### src/rtl/mp_time_pkg.sv
package mp_time_pkg;

  // Read source selection
  typedef enum logic {
    SEL_ELAPSED  = 1'b0,
    SEL_INTERVAL = 1'b1
  } rd_sel_e;

  function automatic int unsigned max_w(input int unsigned a, input int unsigned b);
    return (a > b) ? a : b;
  endfunction

endpackage

### src/rtl/mp_rst_sync.sv
module mp_rst_sync (
  input  logic clk_i,
  input  logic rst_ni,
  output logic rst_no
);
  logic meta_q;
  logic sync_q;

  always_ff @(posedge clk_i or negedge rst_ni) begin
    if (!rst_ni) begin
      meta_q <= 1'b0;
      sync_q <= 1'b0;
    end else begin
      meta_q <= 1'b1;
      sync_q <= meta_q;
    end
  end

  assign rst_no = sync_q;
endmodule

### src/rtl/mp_tick_prescaler.sv
module mp_tick_prescaler #(
  parameter int unsigned TICK_DIV = 1
) (
  input  logic clk_i,
  input  logic rst_ni,
  input  logic tick_i,
  output logic adv_o
);
  generate
    if (TICK_DIV <= 1) begin : g_pass
      assign adv_o = tick_i;
    end else begin : g_div
      localparam int unsigned CW = $clog2(TICK_DIV);
      localparam logic [CW-1:0] LAST = CW'(TICK_DIV - 1);
      logic [CW-1:0] cnt_q;
      logic [CW-1:0] cnt_d;
      logic          at_last;

      assign at_last = (cnt_q == LAST);

      always_comb begin
        cnt_d = cnt_q;
        if (tick_i) begin
          cnt_d = at_last ? '0 : cnt_q + CW'(1);
        end
      end

      always_ff @(posedge clk_i or negedge rst_ni) begin
        if (!rst_ni) begin
          cnt_q <= '0;
        end else if (tick_i) begin
          cnt_q <= cnt_d;
        end
      end

      assign adv_o = tick_i & at_last;
    end
  endgenerate
endmodule

### src/rtl/mp_elapsed_ctr.sv
module mp_elapsed_ctr #(
  parameter int unsigned EL_W = 36
) (
  input  logic            clk_i,
  input  logic            rst_ni,
  input  logic            adv_i,
  output logic [EL_W-1:0] count_o
);
  logic [EL_W-1:0] cnt_q;
  logic [EL_W-1:0] cnt_d;

  // Wraps naturally at 2^EL_W
  always_comb begin
    cnt_d = cnt_q + EL_W'(1);
  end

  always_ff @(posedge clk_i or negedge rst_ni) begin
    if (!rst_ni) begin
      cnt_q <= '0;
    end else if (adv_i) begin
      cnt_q <= cnt_d;
    end
  end

  assign count_o = cnt_q;
endmodule

### src/rtl/mp_interval_tmr.sv
module mp_interval_tmr #(
  parameter int unsigned IV_W = 19
) (
  input  logic            clk_i,
  input  logic            rst_ni,
  input  logic            adv_i,
  input  logic            wr_en_i,
  input  logic [IV_W-1:0] wr_data_i,
  output logic [IV_W-1:0] count_o,
  output logic            pend_o
);
  logic [IV_W-1:0] cnt_q;
  logic [IV_W-1:0] cnt_d;
  logic            pend_q;
  logic            pend_d;
  logic            upd;
  logic            at_one;
  logic            nonzero;

  assign nonzero = |cnt_q;
  assign at_one  = (cnt_q == IV_W'(1));
  assign upd     = wr_en_i | (adv_i & nonzero);

  always_comb begin
    cnt_d  = cnt_q;
    pend_d = pend_q;
    if (wr_en_i) begin
      cnt_d  = wr_data_i;
      pend_d = 1'b0;
    end else if (adv_i && nonzero) begin
      cnt_d = cnt_q - IV_W'(1);
      if (at_one) begin
        pend_d = 1'b1;
      end
    end
  end

  always_ff @(posedge clk_i or negedge rst_ni) begin
    if (!rst_ni) begin
      cnt_q  <= '0;
      pend_q <= 1'b0;
    end else if (upd) begin
      cnt_q  <= cnt_d;
      pend_q <= pend_d;
    end
  end

  assign count_o = cnt_q;
  assign pend_o  = pend_q;
endmodule

### src/rtl/mp_read_port.sv
module mp_read_port
  import mp_time_pkg::*;
#(
  parameter int unsigned EL_W = 36,
  parameter int unsigned IV_W = 19,
  parameter int unsigned RD_W = 36
) (
  input  logic            clk_i,
  input  logic            rst_ni,
  input  logic            rd_en_i,
  input  rd_sel_e         sel_i,
  input  logic [EL_W-1:0] elapsed_i,
  input  logic [IV_W-1:0] interval_i,
  output logic [RD_W-1:0] rd_data_o
);
  logic [RD_W-1:0] rd_q;
  logic [RD_W-1:0] rd_d;

  always_comb begin
    rd_d = '0;
    if (sel_i == SEL_ELAPSED) begin
      rd_d[EL_W-1:0] = elapsed_i;
    end else begin
      rd_d[IV_W-1:0] = interval_i;
    end
  end

  // Whole word captured at one edge
  always_ff @(posedge clk_i or negedge rst_ni) begin
    if (!rst_ni) begin
      rd_q <= '0;
    end else if (rd_en_i) begin
      rd_q <= rd_d;
    end
  end

  assign rd_data_o = rd_q;
endmodule

### src/rtl/mp_time_base.sv
module mp_time_base
  import mp_time_pkg::*;
#(
  parameter int unsigned EL_W     = 36,
  parameter int unsigned IV_W     = 19,
  parameter int unsigned TICK_DIV = 1,
  localparam int unsigned RD_W    = max_w(EL_W, IV_W)
) (
  input  logic            clk_i,
  input  logic            rst_ni,
  input  logic            tick_i,
  input  logic            rd_en_i,
  input  logic            rd_sel_i,
  output logic [RD_W-1:0] rd_data_o,
  input  logic            wr_en_i,
  input  logic [IV_W-1:0] wr_data_i,
  input  logic            irq_en_i,
  output logic            irq_o
);
  logic            rst_n_sync;
  logic            adv;
  logic [EL_W-1:0] elapsed;
  logic [IV_W-1:0] interval;
  logic            pending;
  rd_sel_e         sel;

  assign sel = rd_sel_e'(rd_sel_i);

  mp_rst_sync u_rst (
    .clk_i  (clk_i),
    .rst_ni (rst_ni),
    .rst_no (rst_n_sync)
  );

  mp_tick_prescaler #(.TICK_DIV(TICK_DIV)) u_pre (
    .clk_i  (clk_i),
    .rst_ni (rst_n_sync),
    .tick_i (tick_i),
    .adv_o  (adv)
  );

  mp_elapsed_ctr #(.EL_W(EL_W)) u_el (
    .clk_i   (clk_i),
    .rst_ni  (rst_n_sync),
    .adv_i   (adv),
    .count_o (elapsed)
  );

  mp_interval_tmr #(.IV_W(IV_W)) u_iv (
    .clk_i     (clk_i),
    .rst_ni    (rst_n_sync),
    .adv_i     (adv),
    .wr_en_i   (wr_en_i),
    .wr_data_i (wr_data_i),
    .count_o   (interval),
    .pend_o    (pending)
  );

  mp_read_port #(.EL_W(EL_W), .IV_W(IV_W), .RD_W(RD_W)) u_rd (
    .clk_i      (clk_i),
    .rst_ni     (rst_n_sync),
    .rd_en_i    (rd_en_i),
    .sel_i      (sel),
    .elapsed_i  (elapsed),
    .interval_i (interval),
    .rd_data_o  (rd_data_o)
  );

  assign irq_o = pending & irq_en_i;
endmodule

### config.mk
export PLATFORM = sky130hd
export DESIGN_NAME = mp_time_base
export DESIGN_NICKNAME = d
export VERILOG_FILES = /design/src/rtl/mp_time_pkg.sv /design/src/rtl/mp_rst_sync.sv /design/src/rtl/mp_tick_prescaler.sv /design/src/rtl/mp_elapsed_ctr.sv /design/src/rtl/mp_interval_tmr.sv /design/src/rtl/mp_read_port.sv /design/src/rtl/mp_time_base.sv
export SDC_FILE = /design/constraint.sdc
export NUM_CORES = 1
export LEC_CHECK = 0
export ABC_AREA = 1
export BUFFER_PORTS_ARGS = -buffer_cell sky130_fd_sc_hd__buf_2
export CORE_MARGIN = 2
export CORE_UTILIZATION = 45
export CTS_BUF_LIST = sky130_fd_sc_hd__clkbuf_8
export DETAILED_ROUTE_END_ITERATION = 10
export PLACE_DENSITY = 0.74
export SLEW_MARGIN = 10
export SYNTH_ARGS = -nofsm -noshare
export SYNTH_HDL_FRONTEND = slang
export SYNTH_HIERARCHICAL = 1
export SYNTH_SLANG_ARGS = --single-unit
### constraint.sdc
create_clock -name clk_i -period 2.7 [get_ports clk_i]
set_input_delay 0.27 -clock clk_i [delete_from_list [all_inputs] [get_ports clk_i]]
set_output_delay 0.27 -clock clk_i [all_outputs]
set_load 0.1 [all_outputs]
==> results summary <==
The placed wire-length estimate after detailed placement is 8.97 mm. The die span in x came out at 115 um. The routed wire length is 12.4 mm. The total global routing overflow came out at 0. Across the run, the number of max-cap violations was 0. Setup repair after global routing left no endpoint under its margin. The total count of hold-check failures in the final report came out at 0. Clock skew on the completed layout was measured at 0.0115 ns.

The count of yosys warnings during synthesis is 6. The largest total area in the synthesized netlist belongs to dfrtp_1. The clock share of power came out at 0.274. The critical path starts at u_iv/count_o[0]$_DFFE_PN0P_. The number of cell instances on the worst register-to-register path is 9. The headroom to the max-slew limit is 0.534. Based on the critical path, the design can be clocked at up to 481 MHz.

The repair_antennas step left the layout with diodes totalling 0. At the later pin of the worst-skew pair, clock insertion delay measures 0.39 ns. The internal power component is 2.23 mW. The clock input transition at the sequential cells of the worst setup and hold paths is 0.10 ns. The routed layout has 4779 vias. The count of nets left with antenna violations after detail routing is 0. The share of total power dissipated in combinational logic is 0.264. The async set-or-reset flop fraction in the synthesized netlist is 1.00.

The maximum ir drop on the vdd rail came out at 0.443 mV. The overall routing resource usage came out at 0.196. The number of search-and-repair iterations in the first detailed-routing pass came out at 5.

The startpoint-to-endpoint class of the critical path is reg -> reg. For this run, the leading register cell type out of synthesis is dfrtp_1. The kind of start point of the critical path is a flip-flop. The worst setup path is captured at a flip-flop.

The number of global-route vias before repair is 4238. The final max-slew violation count came out at 0. The maximum number of pins on one net before global-route repair came out at 52. The post-layout minimum cycle time came out at 2.08 ns.

The highest fanout seen on the critical path came out at 23. The source of the worst hold timing path is wr_data_i[3]. The part of the cycle the worst path needs came out at 0.770. The first routing iteration left 334 violations. The area growth from synthesis to layout is 10.3%. The startpoint identified for the worst register-to-register timing path is u_iv/count_o[0]$_DFFE_PN0P_. The number of rows created at floorplan is 40.

Counting instances, the worst hold path has a depth of 3. The per-cell routed wire length is 12.9 um. The share of total power in sequential cells is 0.462. The core region area came out at 12000 sq um. The post-synthesis cell count is 754. Fill cells in the final layout number 1192. The remaining design rule violation count is 0. Setup total negative slack on the finished layout was measured at 0 ns. The number of antenna violations at the first check in global routing came to 0. The average via count per standard cell came out at 4.97.

Port buffering added 62 buffers. The number of sinks on the clock net came out at 94. The first-pass GRT wire length is 20.4 mm.

The post-synthesis average cell area is 7.33 sq um. The number of H-tree levels is 3. STA puts the critical path data arrival time at 2.35 ns.

Summed over all nets, the switching power comes to 1.46 mW. Of the synthesized area, sequential elements account for 0.426. The number of nets in the final layout came out at 839. The net count of the mapped netlist came out at 783. The top-level I/O count came out at 63. At the end of routability-driven placement, the weighted congestion stood at 0.875. The number of flops mapped to enable cells by yosys is 0.

The tightest min-delay check is of the in -> reg type. The CTS tree is yes. In this run the static leakage power is 3.26 nW.

The required time reported for the critical path endpoint is 2.97 ns. The maximum buffer depth of the clock tree came out at 2. The initial cell density of the core is 0.460. The setup-violating endpoint count in the final report came out at 0. In the final layout, the share of cells above drive strength 1 is 0.151. The cell at the root of the clock tree is clkbuf_8.

The area of the die is 13200 sq um. The die height came out at 115 um. The flow ran to the end, and the final reports show no timing, DRC or antenna violations. The buffers inserted during post-CTS setup optimization came out at 0.

The summed instance area of the synthesized netlist came out at 5530 sq um. The areal power density over the cells came out at 605 nW/um^2. The count of cell types in the netlist came out at 33. Of the post-synthesis cell area, the dominant cell type holds 0.426. The worst-margin pin slew came out at 0.698 ns. The worst hold margin is 0.118 ns. The flip-flop and latch count after synthesis came out at 94.

Yosys attributes the largest share of cell area to dfrtp_1 43%, nand2_1 20%, nand3_1 7.7%, inv_1 6.5%, nor2_1 4.4%. The total CTS buffers came out at 9. The final cell utilization of the core came out at 0.508. Of the total power, the share spent switching nets is 0.395.
==> flip-flops by register name (all words and copies together) (netlist names) <==
name	flops
u_rst/meta_q	1
u_rst/rst_no	1
u_el/count_o	36
u_rd/rd_data_o	36
u_iv/pend_o	1
u_iv/count_o	19
==> placed cells by master, fill, tap and decap left out, types with 4 or more instances in the layout <==
cell / netlist / layout
buf_2: 1 / 62
o21ai_2: 7 / 7
nand4_1: 12 / 12
nand2_2: 7 / 7
xor2_1: 15 / 15
nand3_4: 4 / 4
nand3b_1: 9 / 9
nor2_1: 65 / 65
clkbuf_8: 0 / 9
inv_1: 95 / 95
o21ai_0: 7 / 7
nor2_4: 9 / 9
nand2_1: 294 / 294
xnor2_1: 8 / 8
nand3_1: 85 / 85
dfrtp_1: 94 / 93
==> critical path, stage by stage, from the launching register on <==
cell and delay, ns:
dfrtp_1 0.45, inv_1 0.17, ha_1 0.30, nand2_4 0.13, nor2_8 0.17, nand3_4 0.11
nand2_4 0.18, nand2_4 0.22, nand2_1 0.17, o21ai_2 0.06
==> power by group through the flow <==
| stage | combinational, mW | sequential (mW) | clock [mW] |
|---|---|---|---|
| detailed placement | 0.968 | 1.73 | 0 |
| global route | 1.07 | 1.73 | 1.09 |
| CTS | 0.975 | 1.71 | 1.04 |
| finish | 0.974 | 1.70 | 1.01 |
| floorplan | 0.488 | 2.01 | 0 |
| global placement | 0.957 | 1.73 | 0 |
==> cell families (layout without fill, tap and decap cells) <==
| group | count (synthesis) | count (layout) | synth area share |
|---|---|---|---|
| AO/OA/AOI/OAI | 15 | 15 | 0.0183 |
| XOR/XNOR | 23 | 23 | 0.0365 |
| adder cells (fa/ha/maj) | 3 | 3 | 0.00679 |
| buffers and inverters | 118 | 179 | 0.0999 |
| flip-flops | 94 | 94 | 0.426 |
| multiplexers | 1 | 1 | 0.00204 |
| other | 1 | 1 | 0.000679 |
| AND/OR/NAND/NOR | 499 | 499 | 0.410 |
==> stage by stage <==
stage	instances	power [mW]	cell area, sq um	setup slack (ns)
after floorplan	754	2.50	5530	1.05
after global placement	945	2.69	5880	0.758
after detailed placement	945	2.70	5880	0.652
after CTS	962	3.72	6100	0.617
after global routing	962	3.88	6100	0.449
final	962	3.69	6100	0.620
==> repair_timing <==
action	CTS	global route
endpoints found under the setup margin	0	0
gates resized for setup	0	0
endpoints found under the hold margin	2	0
hold buffers	1	0
==> path summary, 6_finish.rpt <==
check / endpoint / slack, ns
max reg2reg: u_iv/count_o[7]$_DFFE_PN0P_ / 0.62
min reg2reg: u_el/count_o[34]$_DFFE_PN0P_ / 0.36
min in group asynchronous: u_rst/rst_no$_DFF_PN0_ / 0.19
max in group asynchronous: u_iv/count_o[17]$_DFFE_PN0P_ / 1.68
max: u_iv/count_o[7]$_DFFE_PN0P_ / 0.62
min: u_iv/count_o[3]$_DFFE_PN0P_ / 0.12
==> synthesized netlist by cell type, types with 3 or more instances <==
cell        n
buf_4       7
buf_6       8
dfrtp_1    94
ha_1        3
inv_1      95
nand2_1   294
nand2_2     7
nand2_4     3
nand3_1    85
nand3_4     4
nand3b_1    9
nand4_1    12
nor2_1     65
nor2_2      3
nor2_4      9
o21ai_0     7
o21ai_2     7
xnor2_1     8
xor2_1     15
==> area by class of cell <==
class / instances / area [sq um] / area share
Tap cell: 147 / 184 / 0.0302
Clock buffer: 9 / 124 / 0.0203
Sequential cell: 94 / 2360 / 0.386
Timing Repair Buffer: 66 / 355 / 0.0583
Inverter: 97 / 369 / 0.0605
Clock inverter: 7 / 87.6 / 0.0144
Multi-Input combinational cell: 542 / 2620 / 0.430
==> per-layer routing <==
metal,part of all wire,vias to the layer above,GRT usage
met3,0.049,9,0.0390
met2,0.45,96,0.297
met5,0,-,0
met1,0.49,2247,0.289
met4,0.0097,0,0.0522
li1,-,2427,-
Power figures use the tool's default switching activity.
